<file path="src/rtl/memmap_pkg.sv">
package memmap_pkg;
  localparam int PAGE_W     = 8;
  localparam int RAM_BANKS  = 4;
  localparam int ROM_BANKS  = 4;
  localparam int RAM_BANK_W = $clog2(RAM_BANKS);
  localparam int ROM_BANK_W = $clog2(ROM_BANKS);

  typedef enum logic [1:0] {
    REG_NONE = 2'd0,
    REG_RAM  = 2'd1,
    REG_ROM  = 2'd2,
    REG_IO   = 2'd3
  } region_e;
endpackage

</file>
<file path="src/rtl/addr_lo_capture.sv">
module addr_lo_capture #(
  parameter int W = 8
) (
  input  logic         clk,
  input  logic         rst_n,
  input  logic         strobe,
  input  logic [W-1:0] bus_in,
  output logic [W-1:0] lo_out
);
  always_ff @(posedge clk) begin
    if (!rst_n)      lo_out <= '0;
    else if (strobe) lo_out <= bus_in;
  end

  // follow the shared port while strobed, hold otherwise
  p_capture_r1: assert property (@(posedge clk) disable iff (!rst_n)
    strobe |=> lo_out == $past(bus_in));
  p_hold_r1: assert property (@(posedge clk) disable iff (!rst_n)
    !strobe |=> $stable(lo_out));
endmodule

</file>
<file path="src/rtl/region_decode.sv">
module region_decode
  import memmap_pkg::*;
#(
  parameter bit FULL_RAM_DECODE = 1'b1
) (
  input  logic [7:2]            blk,       // address bits 15:10
  output region_e               region,
  output logic [RAM_BANK_W-1:0] ram_bank,
  output logic [ROM_BANK_W-1:0] rom_bank
);
  logic ram_hit;

  generate
    if (FULL_RAM_DECODE) begin : g_full
      assign ram_hit = (blk[7:4] == 4'h0);
    end else begin : g_part
      assign ram_hit = !blk[7];
    end
  endgenerate

  assign ram_bank = blk[2 +: RAM_BANK_W];
  assign rom_bank = blk[4 +: ROM_BANK_W];

  always_comb begin
    if (ram_hit)                  region = REG_RAM;
    else if (blk[7:6] == 2'b11)   region = REG_ROM;
    else if (blk[7:4] == 4'h8)    region = REG_IO;
    else                          region = REG_NONE;
  end
endmodule

</file>
<file path="src/rtl/select_reg.sv">
module select_reg
  import memmap_pkg::*;
(
  input  logic                  clk,
  input  logic                  rst_n,
  input  region_e               region,
  input  logic [RAM_BANK_W-1:0] ram_bank,
  input  logic [ROM_BANK_W-1:0] rom_bank,
  input  logic                  rd_wr_n,
  input  logic                  e_phase,
  output logic [RAM_BANKS-1:0]  ram_cs_n,
  output logic [ROM_BANKS-1:0]  rom_ce_n,
  output logic                  rom_oe_n,
  output logic                  io_cs_n
);
  logic [RAM_BANKS-1:0] ram_nx;
  logic [ROM_BANKS-1:0] rom_nx;

  for (genvar gi = 0; gi < RAM_BANKS; gi++) begin : g_ram
    assign ram_nx[gi] = e_phase && (region == REG_RAM) && (ram_bank == RAM_BANK_W'(gi));
  end
  for (genvar gj = 0; gj < ROM_BANKS; gj++) begin : g_rom
    assign rom_nx[gj] = e_phase && (region == REG_ROM) && (rom_bank == ROM_BANK_W'(gj));
  end

  always_ff @(posedge clk) begin
    if (!rst_n) begin
      ram_cs_n <= '1;
      rom_ce_n <= '1;
      rom_oe_n <= 1'b1;
      io_cs_n  <= 1'b1;
    end else begin
      ram_cs_n <= ~ram_nx;
      rom_ce_n <= ~rom_nx;
      rom_oe_n <= !(e_phase && (region == REG_ROM) && rd_wr_n);
      io_cs_n  <= !(e_phase && (region == REG_IO));
    end
  end

  // nothing enabled after an edge with E low
  p_e_gate_r7: assert property (@(posedge clk) disable iff (!rst_n)
    !e_phase |=> (&ram_cs_n && &rom_ce_n && rom_oe_n && io_cs_n));
  // output enable only on reads, only with a ROM bank
  p_oe_read_r8: assert property (@(posedge clk) disable iff (!rst_n)
    !rd_wr_n |=> rom_oe_n);
  p_oe_bank_r8: assert property (@(posedge clk) disable iff (!rst_n)
    !rom_oe_n |-> $countones(~rom_ce_n) == 1);
  // a single device at a time
  p_onehot_r10: assert property (@(posedge clk) disable iff (!rst_n)
    $onehot0({~ram_cs_n, ~rom_ce_n, ~io_cs_n}));
endmodule

</file>
<file path="src/rtl/memmap_decoder.sv">
module memmap_decoder
  import memmap_pkg::*;
#(
  parameter bit FULL_RAM_DECODE = 1'b1
) (
  input  logic                 clk,
  input  logic                 rst_n,
  input  logic [PAGE_W-1:0]    mux_bus,
  input  logic                 addr_strobe,
  input  logic [PAGE_W-1:0]    page_addr,
  input  logic                 rd_wr_n,
  input  logic                 e_phase,
  output logic [PAGE_W-1:0]    lo_addr,
  output logic [RAM_BANKS-1:0] ram_cs_n,
  output logic [ROM_BANKS-1:0] rom_ce_n,
  output logic                 rom_oe_n,
  output logic                 io_cs_n
);
  region_e               region;
  logic [RAM_BANK_W-1:0] ram_bank;
  logic [ROM_BANK_W-1:0] rom_bank;

  addr_lo_capture #(.W(PAGE_W)) u_lo (
    .clk(clk), .rst_n(rst_n), .strobe(addr_strobe),
    .bus_in(mux_bus), .lo_out(lo_addr)
  );

  region_decode #(.FULL_RAM_DECODE(FULL_RAM_DECODE)) u_dec (
    .blk(page_addr[7:2]), .region(region),
    .ram_bank(ram_bank), .rom_bank(rom_bank)
  );

  select_reg u_sel (
    .clk(clk), .rst_n(rst_n), .region(region), .ram_bank(ram_bank),
    .rom_bank(rom_bank), .rd_wr_n(rd_wr_n), .e_phase(e_phase),
    .ram_cs_n(ram_cs_n), .rom_ce_n(rom_ce_n), .rom_oe_n(rom_oe_n),
    .io_cs_n(io_cs_n)
  );

  // gap between I/O page and ROM stays silent
  p_gap_r9: assert property (@(posedge clk) disable iff (!rst_n)
    (page_addr[7:6] == 2'b10 && page_addr[5:4] != 2'b00)
      |=> (&ram_cs_n && &rom_ce_n && io_cs_n));
  // I/O page with E high selects I/O
  p_io_page_r6: assert property (@(posedge clk) disable iff (!rst_n)
    (e_phase && page_addr[7:4] == 4'h8) |=> !io_cs_n);

  generate
    if (FULL_RAM_DECODE) begin : g_chk_full
      // no RAM image above the first 4K
      p_no_mirror_r3: assert property (@(posedge clk) disable iff (!rst_n)
        (page_addr[7:4] != 4'h0) |=> &ram_cs_n);
    end else begin : g_chk_part
      // the lower half always hits a RAM bank when E is high
      p_mirror_r4: assert property (@(posedge clk) disable iff (!rst_n)
        (e_phase && !page_addr[7]) |=> !(&ram_cs_n));
    end
  endgenerate
endmodule

</file>
<file path="config.mk">
export PLATFORM = sky130hd
export DESIGN_NAME = memmap_decoder
export DESIGN_NICKNAME = d
export VERILOG_FILES = /design/src/rtl/memmap_pkg.sv /design/src/rtl/addr_lo_capture.sv /design/src/rtl/region_decode.sv /design/src/rtl/select_reg.sv /design/src/rtl/memmap_decoder.sv
export SDC_FILE = /design/constraint.sdc
export NUM_CORES = 1
export LEC_CHECK = 0
export ABC_AREA = 1
export BUFFER_PORTS_ARGS = -buffer_cell sky130_fd_sc_hd__buf_2
export CAP_MARGIN = 20
export CORE_MARGIN = 3
export CORE_UTILIZATION = 46
export CTS_CLUSTER_DIAMETER = 150
export DETAILED_ROUTE_END_ITERATION = 6
export PLACE_DENSITY = 0.81
export SYNTH_ARGS = -nofsm -noshare
export SYNTH_HDL_FRONTEND = slang
export SYNTH_HIERARCHICAL = 1
export SYNTH_SLANG_ARGS = --single-unit
</file>
<file path="constraint.sdc">
create_clock -name clk -period 1.8 [get_ports clk]
set_input_delay 0.36 -clock clk [delete_from_list [all_inputs] [get_ports clk]]
set_output_delay 0.36 -clock clk [all_outputs]
set_load 0.02 [all_outputs]
</file>
### Word-level counts from Yosys, hierarchy flattened

Index checks and enable logic that the tools add are counted.

* reduce and logical (&&, ||, !) cells: 17
* eq/ne operators: 11
* bitwise gates (word level): 2
* muxes and demuxes: 3

Operators by type and width (count)
* $eq 2x2->1 const B: 7
* $logic_and 1x1->1: 12
* $not 4->4: 2
* $eq 2x1->1 const B: 3
* $mux 2: 3
* $eq 4x4->1 const B: 1
* $logic_not 2->1: 2
* $logic_not 4->1: 1
* $logic_not 1->1: 2

* register bits: 18
* input bits: 21
* word-level logic and storage cells: 38
* output and inout port bits: 18

### Depth between registers and ports, before layout

* depth in word-level cells: 8
* gate-level depth with buffers: 7
* depth with buffers taken out: 7

### By module

The synthesis kept the hierarchy.

By module, submodules not included
* addr_lo_capture: seq. area each 160.2 um^2, area an instance 356.6 um^2, times used 1, cells each 51
* select_reg: seq. area each 200.2 um^2, area an instance 327.8 um^2, times used 1, cells each 42
* region_decode: seq. area each 0.0 um^2, area an instance 57.6 um^2, times used 1, cells each 11

### Least setup slack after synthesis

No wires, ideal clock.

* kind: in2reg
* start point: in page_addr[5]
* end point: reg u_sel.ram_cs_n[0]
* arrival: 0.950 ns
* required time: 1.683 ns
* path slack: 0.733 ns
* path buffers: 0
* setup time: 0.117 ns
* stages on the path: 4
* cell sequence: nor3_1 > nand2_1 > nor2_2 > nand2_1

* word-level cells in the longest chain between the ends: 8
* elaborated cells between the ends (all ways): 9
* those cells by class: 2 x eq/ne; 3 x mux; 1 x bitwise; 3 x reduce/logical

Ends and longest elaborated chain
* start: declaration: RTL line memmap_decoder.sv:10 `input logic [PAGE_W-1:0] page_addr,`
* $eq 4x4->1: RTL line region_decode.sv:27 `else if (blk[7:4] == 4'h8) region = REG_IO;`
* $mux 2: RTL line region_decode.sv:27
* $mux 2: RTL line region_decode.sv:26 `else if (blk[7:6] == 2'b11) region = REG_ROM;`
* $mux 2 *: RTL line region_decode.sv:25 `if (ram_hit) region = REG_RAM;`
* $eq 2x1->1 *: RTL line select_reg.sv:20 `assign ram_nx[gi] = e_phase && (region == REG_RAM) && (ram_bank == RAM_BANK_W'(gi));`
* $logic_and 1x1->1 * (2 in a row): RTL line select_reg.sv:20
* $not 4->4 *: RTL line select_reg.sv:33 `ram_cs_n <= ~ram_nx;`
* end signal: assignment: RTL line select_reg.sv:33
* end: declaration: RTL line select_reg.sv:11 `output logic [RAM_BANKS-1:0] ram_cs_n,`

Every way passes the cells marked *; elsewhere a longest branch is shown, timed or not.
A chain may end at the register's enable or synchronous reset.

### Final worst setup path

* start point: reg u_lo.lo_out[0]
* end point: out lo_addr[0]

RTL lines
* start: declaration: RTL line addr_lo_capture.sv:8 `output logic [W-1:0] lo_out`
* start signal: assignment: RTL line addr_lo_capture.sv:12 `else if (strobe) lo_out <= bus_in;`
* end: declaration: RTL line memmap_decoder.sv:13 `output logic [PAGE_W-1:0] lo_addr,`

No word-level cell between the ends.

==> impl_metrics.toml <==
[yosys]
synth.distinct_cells = 11
syn_inst = 104
syn_area_sq_um = 742.0
ys_seq_area_frac = 0.4857
synth-seq-cells = 18
synth_nets = 125
yosysWarnings = 6
syn_area_per_cell_sq_um = 7.134

[cts]
hold_buffers = 0
numCtsBuffers = 3
cts_tree = "done"
htree_levels = 1
path_clk_slew_ps = 100
cts_resized = 0
clock_sinks = 18
cts_setup_buffers = 0
cts-root-buf = "clkbuf_4"
clock_latency_ps = 280
clk_path_buf_depth = 2

[routing]
vias_per_cell = 4.447
drt_wl_total_mm = 1.354
num_vias = 676
wl_per_cell_um = 8.908
drt_iter0_markers = 22
drt_drc_violations_left = 0
ant_nets = 0
first_pass_iters = 6

[die]
die_h_um = 46.16
die_w_um = 46.16
core_sq_um = 1399
initial_core_util = 0.5304
std_cell_rows = 13
dieArea_sq_um = 2131
num_io_pins = 39

[placed_design]
gp_congestion = 0.6917
dpl.hpwl_mm = 1.089
portBuffers = 36

[global_route]
grt_first_pass_wirelength_mm = 1.959
track_usage = 0.1300
antenna_found_initial = 0
grt_overflow = 0
grt_max_degree = 17
grt_pass1_vias = 531

[timing]
slew_headroom = 0.7492
finalHoldViolCount = 0
fmax_mhz = 868.8
rsz0062_at_grt = "false"
period_share = 0.6394
slew_viol_final = 0
finalSetupTns_ps = 0
worst_slew_pin_slew_ps = 373.4
setup-violations-final = 0
fin_skew_ps = 0
finalCriticalPeriod_ps = 1151

[power]
irDropWorstVdd_mv = 0.3896
p_per_area_nw_per_um2 = 840.6
leakage_uw = 0.0005037
finalPower_uw = 761.4

[worst_setup_path]
crit_fanout = 2
cp-start-kind = "register"
endpoint_kind = "primary output"
critical_path_arrival_ps = 790
cp_top_family = "flip-flops"
crit_required_ps = 1440
critPathBufInv = 1
cp_cell_sequence = "buf_2"
critPathMaxStageDelay_ps = 340
crit_type = "register to primary output"
cpMaxStageDelayCell = "dfxtp_1"

[final_layout]
layout_commonest_cell = "buf_2"
drive_above_1_share = 0.3212
regArea_sq_um = 360.3
final_nets = 159
multi_input_area_sq_um = 257.7
antenna-diode-count = 0
final_cell_mix = "36 x buf_2, 33 x nand2_1, 26 x nor2_1"
nFillCells = 132
areaGrowthSynthToFinish_pct = 22.09

[run_status]
status = "complete, no violations"

[min_path]
hold_path_class = "input pin to register"

[job]
max_cap_violations = 0
[synth_stat cells, drive strengths merged]
library cell	instances	area share
buf	7	0.096
dfxtp	18	0.49
inv	14	0.071
nand2	35	0.18
nand4	1	0.0084
nor2	28	0.15
nor3	1	0.0067
[cells by family (layout without fill, tap and decap cells)]
family / count (synthesis) / in the layout / synth area share
simple gates: 65 / 65 / 0.3474
buf+inv: 21 / 54 / 0.1669
flops: 18 / 18 / 0.4857
[stage by stage]
step | worst slack, ps | hold slack, ps | cells | utilization | instance area, sq um
floorplan | 733.2 | 433.9 | 104 | - | 742.0
global placement | 526.0 | 451.4 | 148 | 0.6216 | 869.6
detailed placement | 495.9 | 462.2 | 148 | 0.6216 | 869.6
CTS | 644.8 | 272.7 | 152 | 0.6476 | 905.9
global route | 596.4 | 263.5 | 152 | 0.6476 | 905.9
finish | 649.0 | 278.1 | 152 | 0.6476 | 905.9
[final cells by class]
cell class / instances / area share
clock buffer: 4 / 0.04006
inverter: 14 / 0.05801
multi-input combinational: 65 / 0.2845
sequential: 18 / 0.3978
tap: 15 / 0.02072
timing repair buffer: 36 / 0.1989
[power by group]
group          internal [uW]  total, uW  switching, uW
registers                412        418           6.00
logic                   40.6        107           66.0
clock network            123        236            113
total                    576        761            185
[path summary, 6_finish.rpt]
check / start / end / slack (ps) / cells past startpoint
worst max-delay path: u_lo/lo_out[0] / lo_addr[0] / 650 / 1
worst min-delay path: e_phase / u_sel/io_cs_n / 280 / 2
worst max register to register: u_lo/lo_out[4] / u_lo/lo_out[4] / 1230 / 2
worst min register to register: u_lo/lo_out[7] / u_lo/lo_out[7] / 470 / 2
[state kept, by name (all words and copies together), names as in the netlist]
register        cells
u_lo/lo_out         8
u_sel/io_cs_n       1
u_sel/ram_cs_n      4
u_sel/rom_ce_n      4
u_sel/rom_oe_n      1
[layer usage]
metal  GRT usage  routed length (um)
met3     0.04688                 121
met5           0                   0
met2      0.2445                 690
met1      0.1324                 542
met4     0.03409                   0
Power figures use the tool's default switching activity.
